`src/rtl/can_sleep_pkg.sv`:
```
package can_sleep_pkg;

  typedef enum logic [1:0] {
    ST_AWAKE    = 2'd0,
    ST_ASLEEP   = 2'd1,
    ST_IDLE_HUNT = 2'd2
  } slp_state_e;

endpackage

```
`src/rtl/cslp_ctrl_fsm.sv`:
```
module cslp_ctrl_fsm
  import can_sleep_pkg::*;
(
  input  logic       clk,
  input  logic       rst_n,
  input  logic       sleep_req,
  input  logic       irq_pending,
  input  logic       tx_busy,
  input  logic       rx_busy,
  input  logic       bus_rx,
  input  logic       idle_found,
  output slp_state_e state_o,
  output logic       wake_irq_o
);

  slp_state_e state_q, state_n;
  logic       req_q;
  logic       irq_q, irq_n;
  logic       req_rise;
  logic       blocked;

  assign req_rise = sleep_req & ~req_q;
  assign blocked  = irq_pending | tx_busy | rx_busy | ~bus_rx;

  always_comb begin
    state_n = state_q;
    irq_n   = 1'b0;
    unique case (state_q)
      ST_AWAKE: begin
        if (req_rise) begin
          if (blocked) irq_n   = 1'b1;
          else         state_n = ST_ASLEEP;
        end
      end
      ST_ASLEEP: begin
        if (!sleep_req) begin
          state_n = ST_AWAKE;
        end else if (!bus_rx) begin
          state_n = ST_IDLE_HUNT;
          irq_n   = 1'b1;
        end
      end
      ST_IDLE_HUNT: begin
        if (idle_found) state_n = ST_AWAKE;
      end
      default: state_n = ST_AWAKE;
    endcase
  end

  always_ff @(posedge clk or negedge rst_n) begin
    if (!rst_n) begin
      state_q <= ST_AWAKE;
      req_q   <= 1'b0;
      irq_q   <= 1'b0;
    end else begin
      state_q <= state_n;
      req_q   <= sleep_req;
      irq_q   <= irq_n;
    end
  end

  assign state_o    = state_q;
  assign wake_irq_o = irq_q;

  // a blocked request keeps the block awake and interrupts
  p_refuse_r3: assert property (@(posedge clk) disable iff (!rst_n)
    (state_q == ST_AWAKE && sleep_req && !req_q && blocked)
      |=> (irq_q && state_q == ST_AWAKE));

  // software wake is silent
  p_cpu_wake_r6: assert property (@(posedge clk) disable iff (!rst_n)
    (state_q == ST_ASLEEP && !sleep_req) |=> (state_q == ST_AWAKE && !irq_q));

  // bus wake interrupts and starts the idle hunt
  p_bus_wake_r7: assert property (@(posedge clk) disable iff (!rst_n)
    (state_q == ST_ASLEEP && sleep_req && !bus_rx)
      |=> (state_q == ST_IDLE_HUNT && irq_q));

endmodule

```
`src/rtl/cslp_idle_counter.sv`:
```
module cslp_idle_counter #(
  parameter int unsigned IDLE_BITS = 11
) (
  input  logic clk,
  input  logic rst_n,
  input  logic run,
  input  logic bit_en,
  input  logic osc_ready,
  input  logic bus_rx,
  output logic idle_found
);

  localparam int unsigned CW = (IDLE_BITS > 1) ? $clog2(IDLE_BITS) : 1;
  localparam logic [CW-1:0] LAST = CW'(IDLE_BITS - 1);

  logic [CW-1:0] cnt_q, cnt_n;
  logic          strobe;

  assign strobe = run & bit_en & osc_ready;

  always_comb begin
    cnt_n = cnt_q;
    if (!run) begin
      cnt_n = '0;
    end else if (strobe) begin
      if (!bus_rx)            cnt_n = '0;
      else if (cnt_q == LAST) cnt_n = '0;
      else                    cnt_n = cnt_q + 1'b1;
    end
  end

  always_ff @(posedge clk or negedge rst_n) begin
    if (!rst_n) cnt_q <= '0;
    else        cnt_q <= cnt_n;
  end

  assign idle_found = strobe & bus_rx & (cnt_q == LAST);

  // the count never passes the final idle bit
  p_cnt_bound_r8: assert property (@(posedge clk) disable iff (!rst_n)
    cnt_q <= LAST);

  // a dominant strobe restarts the run
  p_cnt_restart_r9: assert property (@(posedge clk) disable iff (!rst_n)
    (strobe && !bus_rx) |=> (cnt_q == '0));

  // without a ready oscillator the count does not move
  p_cnt_osc_r9: assert property (@(posedge clk) disable iff (!rst_n)
    (run && !osc_ready) |=> $stable(cnt_q));

endmodule

```
`src/rtl/cslp_cmp_select.sv`:
```
module cslp_cmp_select (
  input  logic clk,
  input  logic rst_n,
  input  logic hold,
  input  logic cmp_sel,
  output logic cmp_mode
);

  logic mode_q;
  logic load;

  assign load = ~hold;

  always_ff @(posedge clk or negedge rst_n) begin
    if (!rst_n)    mode_q <= 1'b0;
    else if (load) mode_q <= cmp_sel;
  end

  assign cmp_mode = mode_q;

  // the selection is frozen while asleep
  p_cmp_hold_r11: assert property (@(posedge clk) disable iff (!rst_n)
    hold |=> $stable(mode_q));

endmodule

```
`src/rtl/can_sleep_seq.sv`:
```
module can_sleep_seq
  import can_sleep_pkg::*;
#(
  parameter int unsigned IDLE_BITS = 11
) (
  input  logic clk,
  input  logic rst_n,
  input  logic sleep_req,
  input  logic cmp_sel,
  input  logic irq_pending,
  input  logic tx_busy,
  input  logic rx_busy,
  input  logic bus_rx,
  input  logic bit_en,
  input  logic osc_ready,
  output logic sleep_active,
  output logic wake_irq,
  output logic cmp_mode,
  output logic rx_en
);

  logic [1:0] rst_sync_q;
  logic       core_rst_n;
  slp_state_e state;
  logic       idle_found;
  logic       hunting;

  always_ff @(posedge clk or negedge rst_n) begin
    if (!rst_n) rst_sync_q <= 2'b00;
    else        rst_sync_q <= {rst_sync_q[0], 1'b1};
  end
  assign core_rst_n = rst_sync_q[1];

  cslp_ctrl_fsm u_fsm (
    .clk        (clk),
    .rst_n      (core_rst_n),
    .sleep_req  (sleep_req),
    .irq_pending(irq_pending),
    .tx_busy    (tx_busy),
    .rx_busy    (rx_busy),
    .bus_rx     (bus_rx),
    .idle_found (idle_found),
    .state_o    (state),
    .wake_irq_o (wake_irq)
  );

  assign hunting      = (state == ST_IDLE_HUNT);
  assign sleep_active = (state == ST_ASLEEP);
  assign rx_en        = ~hunting;

  cslp_idle_counter #(.IDLE_BITS(IDLE_BITS)) u_idle (
    .clk       (clk),
    .rst_n     (core_rst_n),
    .run       (hunting),
    .bit_en    (bit_en),
    .osc_ready (osc_ready),
    .bus_rx    (bus_rx),
    .idle_found(idle_found)
  );

  cslp_cmp_select u_cmp (
    .clk     (clk),
    .rst_n   (core_rst_n),
    .hold    (sleep_active),
    .cmp_sel (cmp_sel),
    .cmp_mode(cmp_mode)
  );

  // the interrupt is a single-cycle pulse
  p_irq_pulse_r10: assert property (@(posedge clk) disable iff (!core_rst_n)
    wake_irq |=> !wake_irq);

  // reception is never gated off while the block sleeps
  p_gate_r8: assert property (@(posedge clk) disable iff (!core_rst_n)
    !rx_en |-> !sleep_active);

  // granting sleep never interrupts
  p_enter_quiet_r2: assert property (@(posedge clk) disable iff (!core_rst_n)
    $rose(sleep_active) |-> !wake_irq);

endmodule

```
`config.mk`:
```
export PLATFORM = sky130hd
export DESIGN_NAME = can_sleep_seq
export DESIGN_NICKNAME = d
export VERILOG_FILES = /design/src/rtl/can_sleep_pkg.sv /design/src/rtl/cslp_ctrl_fsm.sv /design/src/rtl/cslp_idle_counter.sv /design/src/rtl/cslp_cmp_select.sv /design/src/rtl/can_sleep_seq.sv
export SDC_FILE = /design/constraint.sdc
export NUM_CORES = 1
export LEC_CHECK = 0
export BUFFER_PORTS_ARGS = -buffer_cell sky130_fd_sc_hd__clkbuf_2
export CAP_MARGIN = 0
export CORE_UTILIZATION = 40
export DETAILED_ROUTE_END_ITERATION = 10
export GPL_ROUTABILITY_DRIVEN = 0
export PLACE_DENSITY = 0.75
export REMOVE_ABC_BUFFERS = 1
export SKIP_LAST_GASP = 1
export SYNTH_ARGS = -nofsm -noshare
export SYNTH_HDL_FRONTEND = slang
export SYNTH_SLANG_ARGS = --single-unit
```
`constraint.sdc`:
```
create_clock -name clk -period 1.5 [get_ports clk]
set_input_delay 0.225 -clock clk [delete_from_list [all_inputs] [get_ports clk]]
set_output_delay 0.225 -clock clk [all_outputs]
set_load 0.005 [all_outputs]
```
Word-level counts from Yosys, hierarchy flattened
Index checks and enable logic that the tools add are counted.
Widths: inputs -> output; s select.
{ "classes": {"n_addsub": 1, "eq_ne": 8, "muxes": 15, "bitwise_logic": 11, "n_reduce_logical": 2} }
{ "ops": {"columns": ["operator", "n"], "rows": [
  ["$mux 4", 4],
  ["$mux 2", 5],
  ["$pmux 2 s3", 1],
  ["$and 1x1->1", 5],
  ["$add 4x1->4 const B", 1],
  ["$eq 4x4->1 const B", 1],
  ["$mux 1", 4],
  ["$ne 2x1->1 const B", 2],
  ["$ne 2x2->1 const B", 2],
  ["$reduce_and 4->1", 1],
  ["$ne 3x3->1 const B", 1],
  ["$not 1->1", 3],
  ["$or 1x1->1", 3],
  ["$eq 2x1->1 const B", 1],
  ["$eq 2x2->1 const B", 1],
  ["$logic_not 2->1", 1],
  ["$pmux 1 s2", 1]
]} }
{ "word_totals": {"regBits": 11, "inputBits": 10, "out_inout_bits": 4, "elab_cells": 43} }

Logic depth before layout (Yosys ltp)
{ "logic_depth": {"ltp_word": 7, "ltp_mapped": 5, "mapped_depth_nobuf": 5} }

Hierarchy
From an unflattened synthesis, not the netlist that was laid out.
{ "unflattened": {"cells_unflattened": 50, "hier_area_um2": 560.5} }
{ "by_module_without_submodules": {"columns": ["mod", "n_inst", "cells_per_inst", "area_each_um2", "seq_area_each_um2"], "rows": [
  ["cslp_idle_counter", 1, 29, 267.8, 100.1],
  ["cslp_ctrl_fsm", 1, 13, 175.2, 100.1],
  ["can_sleep_seq", 1, 6, 77.6, 50.0],
  ["cslp_cmp_select", 1, 2, 40.0, 25.0]
]} }

Least setup slack after synthesis
Ideal clock, no wire load.
{ "synth_path": {"path_type": "reg2reg", "from": "reg u_idle.cnt_q[0]", "to": "reg u_idle.cnt_q[2]", "setup_ns": 0.095, "arrival_ns": 1.194, "required_time_ns": 1.405, "path_slack_ns": 0.211, "stages_incl_launch_ff": 5, "path_buffers": 0, "period_less_slack_ns": 1.289, "path_cell_list": "dfrtp_1 > inv_1 > ha_1 > a311o_2 > o32ai_2"} }
{ "synth_via": {"elab_chain_len": 5, "word_cells_on_any_way": 6, "classes_between": "add/sub: 1; eq/ne: 1; mux: 4"} }
{ "synth_lines": {"columns": ["item", "line_no", "rtl"], "rows": [
  ["start, declared", "cslp_idle_counter.sv:16", "logic [CW-1:0] cnt_q, cnt_n;"],
  ["start signal, assigned", "cslp_idle_counter.sv:34", "else cnt_q <= cnt_n;"],
  ["$add 4x1->4 / $eq 4x4->1 (equally long branches)", "cslp_idle_counter.sv:28, cslp_idle_counter.sv:27", null],
  ["$mux 4 *", "cslp_idle_counter.sv:27", "else if (cnt_q == LAST) cnt_n = '0;"],
  ["$mux 4 *", "cslp_idle_counter.sv:26", "if (!bus_rx) cnt_n = '0;"],
  ["$mux 4 *", "cslp_idle_counter.sv:25", "end else if (strobe) begin"],
  ["$mux 4 *", "cslp_idle_counter.sv:23", "if (!run) begin"]
]} }
Every way passes the cells marked *; elsewhere a longest branch is shown, timed or not. The select of a mux whose other input is x is not followed.
A chain may end at the register's enable or synchronous reset.

Worst setup path in the final report
{ "layout_path": {"from": "reg u_idle.cnt_q[0]", "to": "reg u_idle.cnt_q[0]"} }
The elaborated chain is that of the path after synthesis.

==> impl_metrics.ini <==
[timing]
setup_viol = 0
tns_ps = 0
post-route-min-period_ps = 1371
finClkSkew_ps = 1.513
slew_viol_final = 0
holdWs_ps = 92.54
hold_violations = 0
fin_crit_sh_pct = 91.42
max_freq_mhz = 729.3
rsz0062_at_grt = no

[final_layout]
layout-drive-gt1-share_pct = 34.78
diodes = 0
final_util_pct = 55.88
syn2layout_area_growth_pct = 23.93
fin_cells = 83
layout_commonest_cell = clkbuf_2
final_cell_mix = clkbuf_2, dfrtp_1, nand2_1, nand3_1, inv_1
stdcell_area_um2 = 654.4
nNetsFinal = 82

[cts]
numCtsBuffers = 3
clk_latency_ps = 270
htreeDepth = 1
postCtsSetupRepairBufs = 0
cts_max_path_buffers = 2
clkTransAtPathRegs_ps = 70
clock-sinks = 11
cts_root_buf = clkbuf_4
cts_tree = done

[job]
drv_cap = 0

[min_path]
hold_class = primary input to register

[critical_path]
endpoint_kind = register
cp-start-kind = register
crit_fanout = 5
crit_path_top_delay_cell = a311o_2
worstSetupPathType = register to register
critPathMaxStageDelay_ps = 420
crit_family = compound AO/OA/AOI/OAI gates
cp.arrival_ps = 1550
crit_chain = inv_1 > ha_1 > a311o_2 > o21ai_0
cp.required_ps = 1680
path_buf_inv = 1
rrSetupSlack_ps = 130

[synth]
ys_types = 20
synthCells = 50
synth_area_um2 = 528.0
yosysTopAreaCell = dfrtp_1
synth_top_cell_area_share_pct = 52.13
synth_seq_area_share_pct = 52.13
synthesis.yosys.warnings = 0
synthTopCellsByArea = dfrtp_1, nand3_1, ha_1, nand2_1, inv_1
synth-seq-cells = 11
avgSynthCellArea_um2 = 10.56

[placed_design]
placed_area_um2 = 618.1
hpwl_um = 771.5
placed_cells = 78
io_buffer_count = 13

[detailed_routing]
drt-total-wl_um = 968
drtAntennaViolNets = 0
vias = 432
drc = 0
drt-wirelength-per-cell_um = 11.66
drt_pass1_iterations = 4
viasPerCell = 5.205
drt_iter0_markers = 8

[floorplan]
ioPinCount = 14
initial_core_util_pct = 45.09
rows = 12
core_area_um2 = 1171
dieArea_um2 = 1469
die_h_um = 38.33
chipWidth_um = 38.33

[outcome]
outcome = finished, final reports clean

[grt]
grt_pass1_wl_um = 1559
grt_max_degree = 10
antenna_found_initial = 0
first_global_vias = 427
grt_usage_pct = 15.52
grt_overflow = 0

[pwr]
power_leakage_uw = 0.0003132
power_density_nw_per_um2 = 917.2
irDropWorstVdd_mv = 0.5114
## Yosys cell counts, drive strengths merged
cell type / instances
inv: 6
nor3: 1
dfrtp: 11
and3: 2
o311ai: 1
conb: 1
o32ai: 1
o211ai: 1
o21ai: 3
nor2b: 1
a311o: 1
or4: 1
and2b: 2
o41ai: 2
ha: 2
mux2: 1
a21oi: 1
nand3: 6
nand2: 6
## repair_timing
item / CTS / global route
hold buffers: 1 / 0
hold endpoints to repair: 2 / 0
gates resized for setup: 0 / 0
## routing by layer
metal / wire, um / share of wire, % / vias to the layer above / GRT usage (%)
met3: 55 / 5.7 / 3 / 5.233
met1: 426 / 44 / 201 / 17.54
li1: - / - / 216 / -
met5: 0 / 0 / - / 0
met2: 473 / 49 / 12 / 26.69
met4: 13 / 1.3 / 0 / 6.034
## registers in the layout (all words and copies together) (netlist names)
register and flops:
u_fsm.wake_irq_o 1, u_cmp.cmp_mode 1, u_idle.cnt_q 4, u_fsm.state_o 2
rst_sync_q 2, u_fsm.req_q 1
## report_power, final
| part | leakage, uW | total [uW] | switching, uW | internal [uW] |
|---|---|---|---|---|
| sequential | 0.000143 | 322 | 12.6 | 310 |
| clock | 0.0000150 | 199 | 96.1 | 103 |
| combinational | 0.000155 | 78.8 | 36.5 | 42.3 |
| total | 0.000313 | 600 | 145 | 455 |
## through the flow
step	total power (uW)	setup WS (ps)
after floorplan	365.0	210.9
after global placement	403.9	181.7
after detailed placement	405.7	132.6
after CTS	604.2	118.4
after global routing	635.1	6.340
final	600.2	128.8
## worst register-to-register path, stage by stage (launching register included)
cell and delay [ps]:
dfrtp_1 410, inv_1 60, ha_1 200, a311o_2 420, o21ai_0 190
## final timing paths
check,start,endpoint,cells past startpoint
worst max register to register,u_idle.cnt_q[0]$_DFFE_PN0P_,u_idle.cnt_q[0]$_DFFE_PN0P_,4
worst min-delay path,sleep_req,u_fsm.req_q$_DFF_PN0_,1
min in group asynchronous,rst_sync_q[1]$_DFF_PN0_,u_cmp.cmp_mode$_DFFE_PN0N_,0
worst min register to register,rst_sync_q[1]$_DFF_PN0_,u_cmp.cmp_mode$_DFFE_PN0N_,0
max in group asynchronous,rst_sync_q[1]$_DFF_PN0_,u_fsm.req_q$_DFF_PN0_,0
worst max-delay path,u_idle.cnt_q[0]$_DFFE_PN0P_,u_idle.cnt_q[0]$_DFFE_PN0P_,4
## kinds of logic (layout without fill, tap and decap cells)
group / count (synthesis) / after routing / share of synthesized area, %
compound gates: 10 / 10 / 15.40
other cells: 1 / 1 / 0.7102
fa+ha+maj: 2 / 2 / 4.739
simple gates: 19 / 19 / 20.62
mux: 1 / 1 / 2.133
flops: 11 / 11 / 52.13
buf+inv: 6 / 25 / 4.265
## layout make-up
cell class                 count  area [um^2]
sequential                    11        275.3
multi-input combinational     33        230.2
inverter                       6        22.52
timing repair buffer          15        82.58
fill                         101        516.7
tap                           14        17.52
clock buffer                   4        26.28
(Power assumes the default switching activity.)
